File: config.mk
export PLATFORM = sky130hd
export DESIGN_NAME = mgmt_serial_target
export DESIGN_NICKNAME = d
export VERILOG_FILES = /design/src/rtl/mgmt_pkg.sv /design/src/rtl/mgmt_preamble_sync.sv /design/src/rtl/mgmt_frame_fsm.sv /design/src/rtl/mgmt_drive_stage.sv /design/src/rtl/mgmt_serial_target.sv
export SDC_FILE = /design/constraint.sdc
export NUM_CORES = 1
export LEC_CHECK = 0
export ABC_CLOCK_PERIOD_IN_PS = 4550
export BUFFER_PORTS_ARGS = -buffer_cell sky130_fd_sc_hd__buf_2
export CAP_MARGIN = 20
export CORE_MARGIN = 2
export CORE_UTILIZATION = 50
export DETAILED_ROUTE_END_ITERATION = 10
export PLACE_DENSITY = 0.72
export SYNTH_ARGS = -nofsm -noshare
export SYNTH_HDL_FRONTEND = slang
export SYNTH_HIERARCHICAL = 1
export SYNTH_SLANG_ARGS = --single-unit
File: constraint.sdc
create_clock -name mgmt_clk -period 4.55 [get_ports mgmt_clk]
set_input_delay 0.455 -clock mgmt_clk [delete_from_list [all_inputs] [get_ports mgmt_clk]]
set_output_delay 0.455 -clock mgmt_clk [all_outputs]
set_load 0.02 [all_outputs]
File: src/rtl/mgmt_pkg.sv
`timescale 1ns/1ps
package mgmt_pkg;

    typedef enum logic [2:0] {
        ST_IDLE,
        ST_START,
        ST_OPCODE,
        ST_DEVADR,
        ST_REGADR,
        ST_TURN,
        ST_DATA
    } frame_state_e;

    localparam logic [1:0] OP_READ  = 2'b10;
    localparam logic [1:0] OP_WRITE = 2'b01;

endpackage

File: src/rtl/mgmt_preamble_sync.sv
`timescale 1ns/1ps
module mgmt_preamble_sync #(
    parameter int PRE_LEN = 32
) (
    input  logic clk,
    input  logic rst_n,
    input  logic bit_i,
    input  logic clr_i,
    output logic synced_o
);
    localparam int CW = $clog2(PRE_LEN);
    localparam logic [CW-1:0] ONES_LAST = CW'(PRE_LEN - 1);

    logic [CW-1:0] ones_q;
    logic          synced_q;

    always_ff @(posedge clk or negedge rst_n) begin
        if (!rst_n) begin
            ones_q   <= '0;
            synced_q <= 1'b0;
        end else if (clr_i) begin
            ones_q   <= '0;
            synced_q <= 1'b0;
        end else if (!synced_q) begin
            if (!bit_i) begin
                ones_q <= '0;
            end else if (ones_q == ONES_LAST) begin
                ones_q   <= '0;
                synced_q <= 1'b1;
            end else begin
                ones_q <= ones_q + 1'b1;
            end
        end
    end

    assign synced_o = synced_q;

    // a protocol error leaves the port unsynchronized
    a_r3_error_drops_sync: assert property (@(posedge clk) disable iff (!rst_n)
        clr_i |=> !synced_q);

    // synchronization is only gained on a sampled one
    a_r1_sync_on_one: assert property (@(posedge clk) disable iff (!rst_n)
        $rose(synced_q) |-> $past(bit_i));

endmodule

File: src/rtl/mgmt_frame_fsm.sv
`timescale 1ns/1ps
module mgmt_frame_fsm
    import mgmt_pkg::*;
#(
    parameter int ADDR_W = 5,
    parameter int DATA_W = 16
) (
    input  logic              clk,
    input  logic              rst_n,
    input  logic              bit_i,
    input  logic              synced_i,
    input  logic [ADDR_W-1:0] own_addr_i,
    input  logic [DATA_W-1:0] rd_data_i,
    output logic              err_o,
    output logic [ADDR_W-1:0] reg_addr_o,
    output logic [DATA_W-1:0] reg_wdata_o,
    output logic              reg_we_o,
    output logic              reg_re_o,
    output logic              drv_en_o,
    output logic              drv_bit_o
);
    localparam int CNT_W = $clog2((DATA_W > ADDR_W) ? DATA_W : ADDR_W);
    localparam logic [CNT_W-1:0] ADDR_LAST = CNT_W'(ADDR_W - 1);
    localparam logic [CNT_W-1:0] DATA_LAST = CNT_W'(DATA_W - 1);

    frame_state_e      state_q, state_d;
    logic [CNT_W-1:0]  cnt_q, cnt_d;
    logic              op_first_q;
    logic              is_rd_q;
    logic              hit_q;
    logic [ADDR_W-1:0] dev_q;
    logic [ADDR_W-2:0] ra_q;
    logic [DATA_W-1:0] shift_q;
    logic              re_q, we_q;
    logic [ADDR_W-1:0] addr_q;
    logic [DATA_W-1:0] wdata_q;
    logic              err;

    logic [1:0] op_full;
    logic       addr_last, data_last, dev_match, ta_expect;

    assign op_full   = {op_first_q, bit_i};
    assign addr_last = (cnt_q == ADDR_LAST);
    assign data_last = (cnt_q == DATA_LAST);
    assign dev_match = (dev_q == own_addr_i);
    assign ta_expect = (cnt_q == '0);

    // next-state logic
    always_comb begin
        state_d = state_q;
        cnt_d   = cnt_q;
        err     = 1'b0;
        unique case (state_q)
            ST_IDLE: begin
                if (synced_i && !bit_i) begin
                    state_d = ST_START;
                end
            end
            ST_START: begin
                if (bit_i) begin
                    state_d = ST_OPCODE;
                    cnt_d   = '0;
                end else begin
                    err     = 1'b1;
                    state_d = ST_IDLE;
                end
            end
            ST_OPCODE: begin
                if (cnt_q == '0) begin
                    cnt_d = cnt_q + 1'b1;
                end else if (op_full == OP_READ || op_full == OP_WRITE) begin
                    state_d = ST_DEVADR;
                    cnt_d   = '0;
                end else begin
                    err     = 1'b1;
                    state_d = ST_IDLE;
                end
            end
            ST_DEVADR: begin
                if (addr_last) begin
                    state_d = ST_REGADR;
                    cnt_d   = '0;
                end else begin
                    cnt_d = cnt_q + 1'b1;
                end
            end
            ST_REGADR: begin
                if (addr_last) begin
                    state_d = ST_TURN;
                    cnt_d   = '0;
                end else begin
                    cnt_d = cnt_q + 1'b1;
                end
            end
            ST_TURN: begin
                if (!is_rd_q && (bit_i != ta_expect)) begin
                    err     = 1'b1;
                    state_d = ST_IDLE;
                end else if (cnt_q == '0) begin
                    cnt_d = cnt_q + 1'b1;
                end else begin
                    state_d = ST_DATA;
                    cnt_d   = '0;
                end
            end
            ST_DATA: begin
                if (data_last) begin
                    state_d = ST_IDLE;
                    cnt_d   = '0;
                end else begin
                    cnt_d = cnt_q + 1'b1;
                end
            end
            default: begin
                state_d = ST_IDLE;
                cnt_d   = '0;
            end
        endcase
    end

    // state register and field capture
    always_ff @(posedge clk or negedge rst_n) begin
        if (!rst_n) begin
            state_q    <= ST_IDLE;
            cnt_q      <= '0;
            op_first_q <= 1'b0;
            is_rd_q    <= 1'b0;
            hit_q      <= 1'b0;
            dev_q      <= '0;
            ra_q       <= '0;
            shift_q    <= '0;
        end else begin
            state_q <= state_d;
            cnt_q   <= cnt_d;
            if (state_q == ST_OPCODE) begin
                op_first_q <= bit_i;
                if (cnt_q != '0) begin
                    is_rd_q <= (op_full == OP_READ);
                end
            end
            if (state_q == ST_DEVADR) begin
                dev_q <= {dev_q[ADDR_W-2:0], bit_i};
            end
            if (state_q == ST_REGADR) begin
                ra_q <= {ra_q[ADDR_W-3:0], bit_i};
                if (addr_last) begin
                    hit_q <= dev_match;
                end
            end
            if (state_q == ST_TURN && cnt_q == '0 && re_q) begin
                shift_q <= rd_data_i;
            end else if (state_q == ST_DATA) begin
                shift_q <= {shift_q[DATA_W-2:0], bit_i};
            end
        end
    end

    // registered register-port outputs
    always_ff @(posedge clk or negedge rst_n) begin
        if (!rst_n) begin
            re_q    <= 1'b0;
            we_q    <= 1'b0;
            addr_q  <= '0;
            wdata_q <= '0;
        end else begin
            re_q <= (state_q == ST_REGADR) && addr_last && is_rd_q && dev_match;
            we_q <= (state_q == ST_DATA) && data_last && !is_rd_q && hit_q;
            if (state_q == ST_REGADR && addr_last && dev_match) begin
                addr_q <= {ra_q, bit_i};
            end
            if (state_q == ST_DATA && data_last && !is_rd_q && hit_q) begin
                wdata_q <= {shift_q[DATA_W-2:0], bit_i};
            end
        end
    end

    assign err_o       = err;
    assign reg_re_o    = re_q;
    assign reg_we_o    = we_q;
    assign reg_addr_o  = addr_q;
    assign reg_wdata_o = wdata_q;
    assign drv_en_o    = hit_q && is_rd_q &&
                         ((state_q == ST_TURN && cnt_q != '0) || state_q == ST_DATA);
    assign drv_bit_o   = (state_q == ST_DATA) ? shift_q[DATA_W-1] : 1'b0;

    // read strobe lasts a single cycle
    a_r6_re_single: assert property (@(posedge clk) disable iff (!rst_n)
        reg_re_o |=> !reg_re_o);

    // write strobe lasts a single cycle
    a_r9_we_single: assert property (@(posedge clk) disable iff (!rst_n)
        reg_we_o |=> !reg_we_o);

    // write strobe appears only once the frame has ended
    a_r9_we_at_end: assert property (@(posedge clk) disable iff (!rst_n)
        reg_we_o |-> (state_q == ST_IDLE));

    // nothing is driven while unsynchronized
    a_r1_drive_needs_sync: assert property (@(posedge clk) disable iff (!rst_n)
        drv_en_o |-> synced_i);

    // driving starts only after the register fetch
    a_r7_fetch_before_drive: assert property (@(posedge clk) disable iff (!rst_n)
        $rose(drv_en_o) |-> $past(reg_re_o));

    // any protocol error ends the frame
    a_r8_error_to_idle: assert property (@(posedge clk) disable iff (!rst_n)
        err_o |=> (state_q == ST_IDLE));

endmodule

File: src/rtl/mgmt_drive_stage.sv
`timescale 1ns/1ps
module mgmt_drive_stage (
    input  logic clk,
    input  logic rst_n,
    input  logic drv_en_i,
    input  logic drv_bit_i,
    output logic line_out_o,
    output logic line_oe_o
);
    logic oe_q, out_q;

    always_ff @(negedge clk or negedge rst_n) begin
        if (!rst_n) begin
            oe_q  <= 1'b0;
            out_q <= 1'b0;
        end else begin
            oe_q  <= drv_en_i;
            out_q <= drv_en_i & drv_bit_i;
        end
    end

    assign line_out_o = out_q;
    assign line_oe_o  = oe_q;

    // the first driven bit of a reply is the turnaround zero
    a_r7_first_bit_zero: assert property (@(negedge clk) disable iff (!rst_n)
        $rose(oe_q) |-> !out_q);

endmodule

File: src/rtl/mgmt_serial_target.sv
`timescale 1ns/1ps
module mgmt_serial_target #(
    parameter int ADDR_W  = 5,
    parameter int DATA_W  = 16,
    parameter int PRE_LEN = 32
) (
    input  logic              mgmt_clk,
    input  logic              rst_n,
    input  logic [ADDR_W-1:0] own_addr,
    input  logic              line_in,
    output logic              line_out,
    output logic              line_oe,
    output logic [ADDR_W-1:0] reg_addr,
    output logic [DATA_W-1:0] reg_wdata,
    output logic              reg_we,
    input  logic [DATA_W-1:0] reg_rdata,
    output logic              reg_re
);
    logic synced, proto_err, drv_en, drv_bit;

    mgmt_preamble_sync #(.PRE_LEN(PRE_LEN)) u_sync (
        .clk      (mgmt_clk),
        .rst_n    (rst_n),
        .bit_i    (line_in),
        .clr_i    (proto_err),
        .synced_o (synced)
    );

    mgmt_frame_fsm #(.ADDR_W(ADDR_W), .DATA_W(DATA_W)) u_fsm (
        .clk         (mgmt_clk),
        .rst_n       (rst_n),
        .bit_i       (line_in),
        .synced_i    (synced),
        .own_addr_i  (own_addr),
        .rd_data_i   (reg_rdata),
        .err_o       (proto_err),
        .reg_addr_o  (reg_addr),
        .reg_wdata_o (reg_wdata),
        .reg_we_o    (reg_we),
        .reg_re_o    (reg_re),
        .drv_en_o    (drv_en),
        .drv_bit_o   (drv_bit)
    );

    mgmt_drive_stage u_drive (
        .clk        (mgmt_clk),
        .rst_n      (rst_n),
        .drv_en_i   (drv_en),
        .drv_bit_i  (drv_bit),
        .line_out_o (line_out),
        .line_oe_o  (line_oe)
    );

endmodule

Word-level counts from Yosys, hierarchy flattened
Cells that the tools add are included.
- add/subtract/negate cells: 2
- equality and inequality tests: 23
- mux-type cells: 34
- bitwise logic cells: 2
- reduce and logical (&&, ||, !) cells: 27
- operator list (operator ; number):
    16-bit two-way mux ; 2
    4-bit two-way mux ; 7
    4-bit case mux with 6 select lines ; 1
    3-bit two-way mux ; 7
    3-bit case mux with 7 select lines ; 1
    5-bit two-way mux ; 4
    1-bit logical AND ; 14
    3-bit equality test (second input constant) ; 3
    1-bit two-way mux ; 9
    2-bit by 1-bit inequality test with 1-bit output (second input constant) ; 4
    2-bit inequality test (second input constant) ; 4
    3-bit by 2-bit equality test with 1-bit output (second input constant) ; 2
    6-bit AND reduction ; 1
    5-bit by 1-bit adder with 5-bit output (second input constant) ; 1
    5-bit equality test ; 1
    5-bit equality test (second input constant) ; 1
    4-bit by 1-bit adder with 4-bit output (second input constant) ; 1
    4-bit by 3-bit equality test with 1-bit output (second input constant) ; 1
    4-bit equality test (second input constant) ; 1
    4-bit zero test ; 1
    2-bit two-way mux ; 2
    2-bit AND reduction ; 2
    4-bit AND reduction ; 1
    4-bit nonzero test ; 1
    14 further kinds ; 16
- register bits: 66
- input bits: 24
- output and inout bits: 25
- logic and storage cells: 104

Logic depth before layout (Yosys ltp)
- depth in word-level cells: 6
- depth in mapped cells: 9
- depth with buffers taken out: 7

Hierarchy
The synthesis kept the hierarchy.
- by module, submodules not included (module ; times used ; cells each ; area an instance (µm²) ; seq. area each (µm²)):
    mgmt_frame_fsm ; 1 ; 250 ; 2780.2 ; 1451.4
    mgmt_preamble_sync ; 1 ; 33 ; 307.8 ; 150.1
    mgmt_drive_stage ; 1 ; 3 ; 56.3 ; 50.0

==> results.cfg <==
[status]
outcome = complete, no violations

[yosys]
ys_dominant_reg_cell = dfrtp_1
syn_area_per_cell_um2 = 11.0
syn-num-nets = 315
syn_area_um2 = 3140
synth-seq-area-share_pct = 52.5
yosysWarnings = 6
synth_edf_count = 0
asyncSetResetFlopFracSynth_pct = 100
synth_seq_cells = 66
ys_types = 56
synth_cells = 286

[critical_path]
worstSetupStartpointType = register
worstPathCellList = inv_1 -> ha_1 -> or3b_4 -> and2_1 -> o211a_1 -> and2_1
arrival_ns = 1.94
required_ns = 2.45
crit_path_max_fanout = 5
end_kind = register
slowest_delay_ns = 0.43
path_buf_inv = 1
cp_slowest_cell = dfrtp_1
path_common_cell = and2_1
path_delay_family = simple AND/OR/NAND/NOR gates
setup.worst_path.class = reg2reg

[sta]
setup_viol = 0
tns_ns = 0
drv_slew = 0
slew_headroom_pct = 48.8
rsz0062_at_grt = no
finClkSkew_ns = 0.0113
hold_viol_final = 0
tightest_slew_ns = 0.769
worst_slack_ns = 0.513

[grt]
grt-ovfl-total = 0
grt_max_degree = 47
grt_pass1_wl_um = 10800
grt_pass1_vias = 2287
groute.usage.overall_pct = 19.3
grt_antenna_before_repair = 0

[die]
io_pins = 49
coreArea_um2 = 5990
start_util_pct = 52.5
fp.dieH_um = 83.3
fp.dieW_um = 83.3
dieArea_um2 = 6940
row_count = 28

[finish]
final_common_cell = dfrtp_1
multi_input_area_um2 = 1380
syn2layout_area_growth_pct = 16.1
fin_nets = 361
fill_cells = 475
regArea_um2 = 1650
mostFrequentLayoutCells = dfrtp_1 (64), buf_2 (48), nand2_1 (48), mux2_2 (19), a22oi_1 (16)
drive_above_1_share_pct = 30.1
antenna_cells = 0

[clock_tree]
ctsResizeCount = 0
cts_root_buffer = clkbuf_8
holdBufCountCts = 0
cts_tree = done
clock_path_buffers = 2
post-cts-setup-buffers = 0
clock_latency_ns = 0.33
clkTransAtPathRegs_ns = 0.07
clock-sinks = 66
cts_buffers = 9
cts_htree_levels = 3

[placement]
gp_congestion = 0.904
hpwl_um = 4320
place_worst_setup_slack_ns = 0.538
numPortBuffers = 48

[run]
maxCapViolCount = 0

[pwr]
p_leak_nw = 1.88
vdd.ir_drop.worst_uv = 310
power.density_nw_per_um2 = 558

[routing]
drt_iter0_markers = 197
routed_wl_um = 6160
num_vias = 2248
remaining_drc_errors = 0
wl_per_cell_um = 15.0
final_antenna_net_count = 0
dr.pass1.iters = 4
vias_per_cell = 5.47

[hold_path]
hp-class = in2async
-- where the power goes --
| group | internal [mW] | switching [mW] | total [mW] |
|---|---|---|---|
| clock network | 0.375 | 0.219 | 0.594 |
| registers | 0.739 | 0.152 | 0.891 |
| logic | 0.263 | 0.288 | 0.551 |
-- kinds of logic (layout without fill, tap and decap cells) --
group / Yosys count / count (layout) / synth area share (%)
AO/OA/AOI/OAI: 55 / 55 / 11.9
buffers and inverters: 23 / 73 / 3.58
XOR/XNOR: 6 / 6 / 1.67
multiplexers: 30 / 30 / 11.3
adder cells (fa/ha/maj): 5 / 5 / 1.99
flip-flops: 66 / 66 / 52.5
AND/OR/NAND/NOR: 101 / 101 / 17.0
-- stage by stage --
stage / cells / utilization (%) / total power, mW / area (um^2) / hold slack (ns)
2_1_floorplan: 286 / - / 1.31 / 3140 / 0.159
3_3_place_gp: 396 / 56.9 / 1.42 / 3410 / 0.452
4_1_cts: 411 / 60.9 / 2.04 / 3650 / 0.0863
3_5_place_dp: 396 / 56.9 / 1.44 / 3410 / 0.452
6_report: 411 / 60.9 / 2.04 / 3650 / 0.0758
5_1_grt: 411 / 60.9 / 2.18 / 3650 / 0.0935
-- cell type report --
type | count | area share (%)
clock inverters | 5 | 2.81
clock buffers | 10 | 3.77
inverters | 8 | 0.822
flip-flops and latches | 66 | 45.2
well taps | 75 | 2.57
repair buffers | 50 | 6.99
multi-input cells | 197 | 37.8
-- worst register-to-register path, delay by kind of cell, from the launching register on --
family,cells,cell delay [ns]
compound gates,1,0.21
simple gates,3,0.72
buf+inv,1,0.08
fa+ha+maj,1,0.17
flops,1,0.43
-- synth_stat cells, drive strengths merged, types with 3 or more instances --
cell type,n,share of area [%]
nor3b,3,0.88
ha,5,2.0
a21oi,8,1.3
and2,4,0.80
inv,8,0.96
or3,3,0.60
a211o,3,1.1
and3,4,0.96
nand3,7,1.1
buf,12,2.3
xnor2,5,1.4
o21ai,17,2.9
nand2b,6,1.5
clkbuf,3,0.36
mux2,28,11
nor2b,5,0.99
a22oi,16,3.8
nor2,9,1.2
dfrtp,64,51
nand2,48,5.7
-- registers in the layout (all words and copies together), names as in the netlist --
register	cells
u_fsm/reg_wdata_o	16
u_fsm/shift_q	16
u_fsm/dev_q	5
u_fsm/reg_addr_o	5
u_sync/ones_q	5
u_fsm/cnt_q	4
u_fsm/ra_q	4
u_fsm/state_q	3
u_drive/line_oe_o	1
u_drive/line_out_o	1
u_fsm/hit_q	1
u_fsm/is_rd_q	1
u_fsm/op_first_q	1
u_fsm/reg_re_o	1
u_fsm/reg_we_o	1
u_sync/synced_o	1
-- metal layers --
layer	vias to the layer above	track usage [%]	wire, um
met5	-	0	0
met4	0	6.71	64
met3	6	5.27	320
met2	60	30.0	2900
met1	1089	26.3	2870
li1	1093	-	-
-- path summary, 6_finish.rpt --
path | end | cells after the start | slack, ns | startpoint
max | u_drive/line_out_o | 6 | 0.51 | u_fsm/cnt_q[0]
min | u_fsm/reg_wdata_o[7] | 1 | 0.08 | rst_n
max reg2reg | u_drive/line_out_o | 6 | 0.51 | u_fsm/cnt_q[0]
min reg2reg | u_fsm/shift_q[15] | 2 | 0.48 | u_fsm/shift_q[15]
max in group asynchronous | u_drive/line_oe_o | 1 | 1.94 | rst_n
min in group mgmt_clk | u_fsm/shift_q[10] | 3 | 0.33 | reg_rdata[10]
No activity file was read; power rests on OpenSTA's default activity.
